--- config.mk ---
export PLATFORM = sky130hd
export DESIGN_NAME = serial_readout_merger
export DESIGN_NICKNAME = d
export VERILOG_FILES = /design/src/rtl/smrg_pkg.sv /design/src/rtl/smrg_line_align.sv /design/src/rtl/smrg_word_fifo.sv /design/src/rtl/smrg_rr_arb.sv /design/src/rtl/serial_readout_merger.sv
export SDC_FILE = /design/constraint.sdc
export NUM_CORES = 2
export LEC_CHECK = 0
export BUFFER_PORTS_ARGS = -buffer_cell sky130_fd_sc_hd__buf_4
export CORE_ASPECT_RATIO = 1.25
export CORE_UTILIZATION = 55
export DETAILED_ROUTE_END_ITERATION = 8
export GPL_TIMING_DRIVEN = 0
export PLACE_DENSITY = 0.82
export SYNTH_ARGS = -nofsm -noshare
export SYNTH_HDL_FRONTEND = slang
export SYNTH_HIERARCHICAL = 1
export SYNTH_SLANG_ARGS = --single-unit
--- constraint.sdc ---
create_clock -name clk -period 8.59 [get_ports clk]
set_clock_uncertainty 0.1 [all_clocks]
set_input_delay 1.718 -clock clk [delete_from_list [all_inputs] [get_ports clk]]
set_output_delay 1.718 -clock clk [all_outputs]
set_load 0.02 [all_outputs]
--- src/rtl/smrg_pkg.sv ---
package smrg_pkg;
    localparam int               MRG_WORD_W     = 20;
    localparam logic [19:0]      MRG_SYNC       = 20'hAAAAA;
    localparam logic [1:0]       MRG_HDR        = 2'b11;
    localparam int               MRG_LOCK_SYNCS = 3;
    localparam int               MRG_UNLOCK_BAD = 2;
    localparam int               MRG_ID_W       = 6;
    localparam int               MRG_FIFO_DEPTH = 4;

    typedef enum logic [1:0] {
        AL_HUNT   = 2'd0,
        AL_VERIFY = 2'd1,
        AL_LOCK   = 2'd2
    } align_st_e;
endpackage

--- src/rtl/smrg_line_align.sv ---
module smrg_line_align #(
    parameter int                WORD_W     = smrg_pkg::MRG_WORD_W,
    parameter logic [WORD_W-1:0] SYNC_PAT   = smrg_pkg::MRG_SYNC,
    parameter logic [1:0]        HDR_PAT    = smrg_pkg::MRG_HDR,
    parameter int                LOCK_SYNCS = smrg_pkg::MRG_LOCK_SYNCS,
    parameter int                UNLOCK_BAD = smrg_pkg::MRG_UNLOCK_BAD
) (
    input  logic              clk,
    input  logic              rst_n,
    input  logic              ser_i,
    output logic              word_vld_o,
    output logic [WORD_W-1:0] word_o
);
    localparam int POS_W = $clog2(WORD_W);
    localparam int CNT_MAX = (LOCK_SYNCS > UNLOCK_BAD) ? LOCK_SYNCS : UNLOCK_BAD;
    localparam int CNT_W = $clog2(CNT_MAX + 1);

    typedef struct packed {
        smrg_pkg::align_st_e st;
        logic [WORD_W-1:0]   shreg;
        logic [POS_W-1:0]    pos;
        logic [CNT_W-1:0]    cnt;
        logic                vld;
        logic [WORD_W-1:0]   word;
    } al_st_t;

    al_st_t al_d, al_q;
    logic [WORD_W-1:0] win;
    logic              at_edge;

    always_comb begin
        al_d     = al_q;
        al_d.vld = 1'b0;
        win      = {al_q.shreg[WORD_W-2:0], ser_i};
        at_edge  = (al_q.pos == POS_W'(WORD_W - 1));
        al_d.shreg = win;
        al_d.pos   = at_edge ? '0 : al_q.pos + 1'b1;
        unique case (al_q.st)
            smrg_pkg::AL_HUNT: begin
                if (win == SYNC_PAT) begin
                    al_d.st  = smrg_pkg::AL_VERIFY;
                    al_d.cnt = CNT_W'(1);
                    al_d.pos = '0;
                end
            end
            smrg_pkg::AL_VERIFY: begin
                if (at_edge) begin
                    if (win == SYNC_PAT) begin
                        if (al_q.cnt == CNT_W'(LOCK_SYNCS - 1)) begin
                            al_d.st  = smrg_pkg::AL_LOCK;
                            al_d.cnt = '0;
                        end else begin
                            al_d.cnt = al_q.cnt + 1'b1;
                        end
                    end else begin
                        al_d.st  = smrg_pkg::AL_HUNT;
                        al_d.cnt = '0;
                    end
                end
            end
            smrg_pkg::AL_LOCK: begin
                if (at_edge) begin
                    if (win == SYNC_PAT) begin
                        al_d.cnt = '0;
                    end else if (win[WORD_W-1 -: 2] == HDR_PAT) begin
                        al_d.cnt  = '0;
                        al_d.vld  = 1'b1;
                        al_d.word = win;
                    end else if (al_q.cnt == CNT_W'(UNLOCK_BAD - 1)) begin
                        al_d.st  = smrg_pkg::AL_HUNT;
                        al_d.cnt = '0;
                    end else begin
                        al_d.cnt = al_q.cnt + 1'b1;
                    end
                end
            end
            default: al_d.st = smrg_pkg::AL_HUNT;
        endcase
    end

    always_ff @(posedge clk or negedge rst_n) begin
        if (!rst_n) begin
            al_q <= '{st: smrg_pkg::AL_HUNT, shreg: '0, pos: '0, cnt: '0, vld: 1'b0, word: '0};
        end else begin
            al_q <= al_d;
        end
    end

    assign word_vld_o = al_q.vld;
    assign word_o     = al_q.word;

    // a word leaves only if the line was locked when it completed
    p_fwd_locked_r2: assert property (@(posedge clk) disable iff (!rst_n)
        al_q.vld |-> $past(al_q.st == smrg_pkg::AL_LOCK));
    // the alignment pattern never leaves the line
    p_no_sync_r3: assert property (@(posedge clk) disable iff (!rst_n)
        al_q.vld |-> (al_q.word != SYNC_PAT));
    // a locked line only changes state on a word boundary
    p_lock_boundary_r4: assert property (@(posedge clk) disable iff (!rst_n)
        (al_q.st == smrg_pkg::AL_LOCK && !at_edge) |=> (al_q.st == smrg_pkg::AL_LOCK));
endmodule

--- src/rtl/smrg_word_fifo.sv ---
module smrg_word_fifo #(
    parameter int DW    = smrg_pkg::MRG_WORD_W,
    parameter int DEPTH = smrg_pkg::MRG_FIFO_DEPTH
) (
    input  logic          clk,
    input  logic          rst_n,
    input  logic          push_i,
    input  logic [DW-1:0] data_i,
    input  logic          pop_i,
    input  logic          clr_i,
    output logic [DW-1:0] data_o,
    output logic          empty_o,
    output logic          err_o
);
    localparam int AW = (DEPTH > 1) ? $clog2(DEPTH) : 1;
    localparam int CW = $clog2(DEPTH + 1);

    typedef struct packed {
        logic [DEPTH-1:0][DW-1:0] mem;
        logic [AW-1:0]            wp;
        logic [AW-1:0]            rp;
        logic [CW-1:0]            cnt;
        logic                     err;
    } fifo_st_t;

    fifo_st_t ff_d, ff_q;
    logic full, do_pop, do_push;

    always_comb begin
        ff_d    = ff_q;
        full    = (ff_q.cnt == CW'(DEPTH));
        do_pop  = pop_i && (ff_q.cnt != '0);
        do_push = push_i && (!full || do_pop);
        if (do_push) begin
            ff_d.mem[ff_q.wp] = data_i;
            ff_d.wp = (ff_q.wp == AW'(DEPTH - 1)) ? '0 : ff_q.wp + 1'b1;
        end
        if (do_pop) begin
            ff_d.rp = (ff_q.rp == AW'(DEPTH - 1)) ? '0 : ff_q.rp + 1'b1;
        end
        ff_d.cnt = ff_q.cnt + CW'(do_push) - CW'(do_pop);
        if (push_i && !do_push) begin
            ff_d.err = 1'b1;
        end else if (clr_i) begin
            ff_d.err = 1'b0;
        end
    end

    always_ff @(posedge clk or negedge rst_n) begin
        if (!rst_n) begin
            ff_q <= '0;
        end else begin
            ff_q <= ff_d;
        end
    end

    assign data_o  = ff_q.mem[ff_q.rp];
    assign empty_o = (ff_q.cnt == '0);
    assign err_o   = ff_q.err;

    // the arbiter never reads an empty FIFO
    p_pop_nonempty_r7: assert property (@(posedge clk) disable iff (!rst_n)
        pop_i |-> !empty_o);
    // a refused word raises the flag on the next cycle
    p_ovf_sets_r8: assert property (@(posedge clk) disable iff (!rst_n)
        (push_i && full && !pop_i) |=> err_o);
    // the fill level stays within the storage
    p_cnt_bound_r8: assert property (@(posedge clk) disable iff (!rst_n)
        ff_q.cnt <= CW'(DEPTH));
    // without a clear the flag holds
    p_err_sticky_r9: assert property (@(posedge clk) disable iff (!rst_n)
        (err_o && !clr_i) |=> err_o);
endmodule

--- src/rtl/smrg_rr_arb.sv ---
module smrg_rr_arb #(
    parameter int N = 16
) (
    input  logic         clk,
    input  logic         rst_n,
    input  logic [N-1:0] req_i,
    output logic [N-1:0] gnt_o
);
    localparam int PTR_W = (N > 1) ? $clog2(N) : 1;

    typedef struct packed {
        logic [PTR_W-1:0] ptr;
    } arb_st_t;

    arb_st_t arb_d, arb_q;
    logic    found;
    int      idx;

    always_comb begin
        arb_d = arb_q;
        gnt_o = '0;
        found = 1'b0;
        idx   = 0;
        for (int i = 0; i < N; i++) begin
            idx = int'(arb_q.ptr) + i;
            if (idx >= N) idx = idx - N;
            if (!found && req_i[idx]) begin
                found      = 1'b1;
                gnt_o[idx] = 1'b1;
                arb_d.ptr  = (idx == N - 1) ? '0 : PTR_W'(idx + 1);
            end
        end
    end

    always_ff @(posedge clk or negedge rst_n) begin
        if (!rst_n) begin
            arb_q <= '0;
        end else begin
            arb_q <= arb_d;
        end
    end

    // at most one line is served per clock
    p_gnt_onehot_r7: assert property (@(posedge clk) disable iff (!rst_n)
        $onehot0(gnt_o));
    // only a requesting line is served
    p_gnt_req_r7: assert property (@(posedge clk) disable iff (!rst_n)
        (|gnt_o) |-> ((gnt_o & ~req_i) == '0));
    // no clock is wasted while any line waits
    p_work_conserve_r7: assert property (@(posedge clk) disable iff (!rst_n)
        (|req_i) |-> (|gnt_o));
endmodule

--- src/rtl/serial_readout_merger.sv ---
module serial_readout_merger #(
    parameter int N_CHIPS        = 8,
    parameter int LINES_PER_CHIP = 2,
    parameter int WORD_W         = smrg_pkg::MRG_WORD_W,
    parameter int ID_W           = smrg_pkg::MRG_ID_W,
    parameter int FIFO_DEPTH     = smrg_pkg::MRG_FIFO_DEPTH
) (
    input  logic                                 clk,
    input  logic                                 rst_n,
    input  logic [N_CHIPS*LINES_PER_CHIP-1:0]    ser_in,
    input  logic                                 err_clr,
    output logic                                 out_valid,
    output logic [ID_W+WORD_W-1:0]               out_word,
    output logic [N_CHIPS*LINES_PER_CHIP-1:0]    ovf_err
);
    localparam int NL    = N_CHIPS * LINES_PER_CHIP;
    localparam int OUT_W = ID_W + WORD_W;

    typedef struct packed {
        logic             vld;
        logic [OUT_W-1:0] word;
    } out_st_t;

    logic [NL-1:0]     line_vld;
    logic [WORD_W-1:0] line_word [NL];
    logic [WORD_W-1:0] fifo_data [NL];
    logic [NL-1:0]     fifo_empty;
    logic [NL-1:0]     gnt;
    logic [NL-1:0]     req;

    for (genvar l = 0; l < NL; l++) begin : g_line
        smrg_line_align #(
            .WORD_W (WORD_W)
        ) u_align (
            .clk        (clk),
            .rst_n      (rst_n),
            .ser_i      (ser_in[l]),
            .word_vld_o (line_vld[l]),
            .word_o     (line_word[l])
        );

        smrg_word_fifo #(
            .DW    (WORD_W),
            .DEPTH (FIFO_DEPTH)
        ) u_fifo (
            .clk     (clk),
            .rst_n   (rst_n),
            .push_i  (line_vld[l]),
            .data_i  (line_word[l]),
            .pop_i   (gnt[l]),
            .clr_i   (err_clr),
            .data_o  (fifo_data[l]),
            .empty_o (fifo_empty[l]),
            .err_o   (ovf_err[l])
        );
    end

    assign req = ~fifo_empty;

    smrg_rr_arb #(
        .N (NL)
    ) u_arb (
        .clk   (clk),
        .rst_n (rst_n),
        .req_i (req),
        .gnt_o (gnt)
    );

    out_st_t          o_d, o_q;
    logic [OUT_W-1:0] sel;

    always_comb begin
        o_d     = o_q;
        o_d.vld = |gnt;
        sel     = '0;
        for (int l = 0; l < NL; l++) begin
            if (gnt[l]) sel = {ID_W'(l / LINES_PER_CHIP), fifo_data[l]};
        end
        if (|gnt) o_d.word = sel;
    end

    always_ff @(posedge clk or negedge rst_n) begin
        if (!rst_n) begin
            o_q <= '0;
        end else begin
            o_q <= o_d;
        end
    end

    assign out_valid = o_q.vld;
    assign out_word  = o_q.word;

    // a grant yields an output word on the next clock
    p_out_after_gnt_r7: assert property (@(posedge clk) disable iff (!rst_n)
        (|gnt) |=> out_valid);
    // the tag always names an existing chip
    p_chip_range_r5: assert property (@(posedge clk) disable iff (!rst_n)
        out_valid |-> (int'(out_word[OUT_W-1 -: ID_W]) < N_CHIPS));
endmodule

==> results.yml <==
placement:
  place.gp.congestion: 1.06
  hpwl_um: 186000
  port_buffers: 58
  dpl_cell_area_um2: 113000
pwr:
  p_clk_frac: 0.304
  p_leak_nw: 55.3
  seqPwrFrac: 0.356
  peakVddDrop_mv: 0.420
  p_sw_mw: 12.2
  p_int_mw: 20.2
  combPwrFrac: 0.340
  powerDensity_nw_per_um2: 269
  p_sw_frac: 0.376
cts:
  clkLatencyLatePin_ns: 0.90
  htree_levels: 4
  clkSinkCount: 2220
  cts.clk_slew.worst_paths_ns: 0.07
  clockBufferDepth: 3
  cts_root_buf: "clkbuf_16"
  hold_buffers: 0
  cts_tree: "done"
  cts-buffers-inserted: 208
sta:
  fin_crit_sh: 0.989
  relSlewSlack: 0.0133
  tightest_slew_ns: 1.47
  final.setup.tns_ns: 0
  setup_viol: 0
  max_freq_mhz: 118
  period_needed_ns: 8.49
  slew_viol_final: 0
  worst_hold_slack_ns: 0.249
  hold_viol: 0
route:
  avgViaCountPerCell: 6.07
  remaining_drc_errors: 0
  num_vias: 63208
  routed_wl_um: 267000
  wl_per_cell_um: 25.6
  drt_iter0_drc: 5909
  drt_pass1_iterations: 8
  postRouteAntennaNets: 0
worst_setup_path:
  cp.required_ns: 9.26
  crit_fanout: 10
  crit_type: "register to register"
  cp.arrival_ns: 9.16
  cp-endpoint: "out_word[13]"
  regToRegSetupSlack_ns: 0.1
  crit_path_start: "u_arb/arb_q[1]"
  r2r_cells: 22
  end_kind: "register"
  regToRegStartpoint: "u_arb/arb_q[1]"
  rr_endpoint: "out_word[13]"
  worstSetupStartpointType: "register"
floorplanning:
  die_width_um: 400
  core_um2: 197000
  row_count: 182
  io_pins: 62
  start_util: 0.554
  design.die.area_um2: 200000
  die_y_um: 500
global_routing:
  grt_first_pass_wirelength_um: 416000
  antenna_found_initial: 5
  grt_pass1_vias: 68218
  grt_busiest_layer: "met2"
  grtUsageMet1: 0.323
  met2_usage: 0.449
  grt_use_met3: 0.0522
  grt_max_degree: 199
  overflow: 0
  grt_use_total: 0.268
logic_synthesis:
  synth_edf_count: 0
  yosysUniqueCellTypes: 109
  syn_area_um2: 109000
  synth_area_per_cell_um2: 14.8
  synth-main-ff-cell: "dfrtp_1"
  yosysWarnings: 6
  async_reset_ff_frac: 1.00
  ys_seq_elements: 2220
  netlist_instances: 7366
  ys_seq_area_frac: 0.509
finish:
  final_nets: 7885
  finalInstanceArea_um2: 121000
  syn2layout_area_growth_pct: 10.6
  final_cell_mix: "dfrtp_1 (2,220), mux2_4 (1,120), mux2_2 (515)"
  drive_gt1_frac: 0.401
  fin_util: 0.613
  layout_commonest_cell: "dfrtp_1"
  fillers: 13836
run:
  maxCapViolCount: 1
min_path:
  min_from: "g_line[7].u_align/al_d[41]"
  holdCritPathClass: "register to register"
run_status:
  status: "finished, violations left"
  violations: "max-capacitance violations"
-- cells by family (layout without fill, tap and decap cells) --
kind of cell	count (synthesis)	count (layout)	synth area share
AOI/OAI and AO/OA	740	740	0.0496
xor gates and xnor gates	84	84	0.00702
adders and majority gates	213	213	0.0255
buffers and inverters	923	1381	0.0623
DFF	2220	2220	0.509
muxes	2024	2024	0.283
other	1	9	0.0000344
and+or+nand+nor	1161	1161	0.0634
-- power by group through the flow --
stage	Clock, mW	Combinational, mW	Sequential, mW
finish	9.86	11.0	11.6
global route	10.4	11.4	11.6
CTS	10.0	10.5	11.5
detailed placement	0	10.4	11.7
global placement	0	10.1	11.7
floorplan	0	6.24	11.6
-- through the flow --
step	std cells	power, mW	worst slack [ns]
floorplan	7368	17.8	2.64
global placement	10002	21.8	-20.52
detailed placement	10016	22.1	-0.00482
CTS	10399	32.0	0.0177
global route	10404	33.4	-0.00969
finish	10408	32.5	0.0956
-- area by class of cell --
type | count | area (um2) | share of cell area
diodes | 6 | 15.0 | 0.000124
plain buffers | 679 | 5880 | 0.0487
clock buffers | 285 | 5890 | 0.0488
clock inverters | 98 | 1490 | 0.0123
inverters | 244 | 916 | 0.00759
multi-input cells | 4225 | 46900 | 0.388
flip-flops and latches | 2220 | 55600 | 0.460
well taps | 2576 | 3220 | 0.0267
repair buffers | 75 | 856 | 0.00709
-- worst max-delay path: stages (launching register included) --
cell and delay (ns):
dfrtp_1 0.58, clkbuf_1 0.44, inv_1 0.37, ha_1 0.39
clkbuf_1 0.32, buf_2 0.37, mux4_2 0.42, mux4_1 0.69
nor3_4 0.28, buf_4 0.22, nand4_1 0.49, nor2_1 0.37
nor2_1 0.13, mux2i_1 0.25, a22oi_1 0.11, nand3_1 0.47
nor2b_1 0.10, clkbuf_2 0.23, buf_6 0.21, a221oi_2 0.86
o311ai_1 0.38, nand2_1 0.44, a31oi_1 0.14
-- how the worst min path moves through the flow --
stage / end / depth (start not counted)
2_1_floorplan: g_line[0].u_align/al_d[33] / 0
3_3_place_gp: g_line[1].u_align/al_d[38] / 0
3_5_place_dp: g_line[1].u_align/al_d[38] / 0
4_1_cts: g_line[7].u_align/al_d[42] / 0
5_1_grt: g_line[7].u_align/al_d[42] / 0
6_report: g_line[7].u_align/al_d[42] / 0
-- cell usage after synthesis (99+ instances only) --
| cell | number | area share |
|---|---|---|
| nor3_1 | 103 | 0.0047 |
| nand2_1 | 221 | 0.0076 |
| clkbuf_1 | 99 | 0.0034 |
| a21oi_1 | 122 | 0.0056 |
| mux2_2 | 515 | 0.053 |
| dfrtp_1 | 2220 | 0.51 |
| inv_1 | 237 | 0.0082 |
| ha_1 | 197 | 0.023 |
| nor2_1 | 260 | 0.0089 |
| o21ai_0 | 144 | 0.0066 |
| nand3_1 | 105 | 0.0048 |
| mux2_4 | 1120 | 0.15 |
| mux4_2 | 345 | 0.071 |
| buf_4 | 328 | 0.023 |
-- metal layers --
layer	share of wire	routed length, um
met1	0.38	102000
met2	0.50	132000
met3	0.054	14400
met4	0.067	17800
met5	0.00012	33
-- flip-flops by register name, summed over array words and instances (netlist names) --
name and flops:
u_arb/arb_q 4, g_line.u_align/word_o 320, g_line.u_fifo/err_o 16, g_line.u_align/al_d 304, g_line.u_align/al_q 144, out_word 23, g_line.u_align/word_vld_o 16, out_valid 1
g_line.u_fifo/ff_q 1392
-- timing repair --
action	in CTS	in global routing
endpoints found under the setup margin	3	18
pin swaps	0	1
resized for setup	4	18
buffers inserted	0	3
Power figures use the tool's default switching activity.
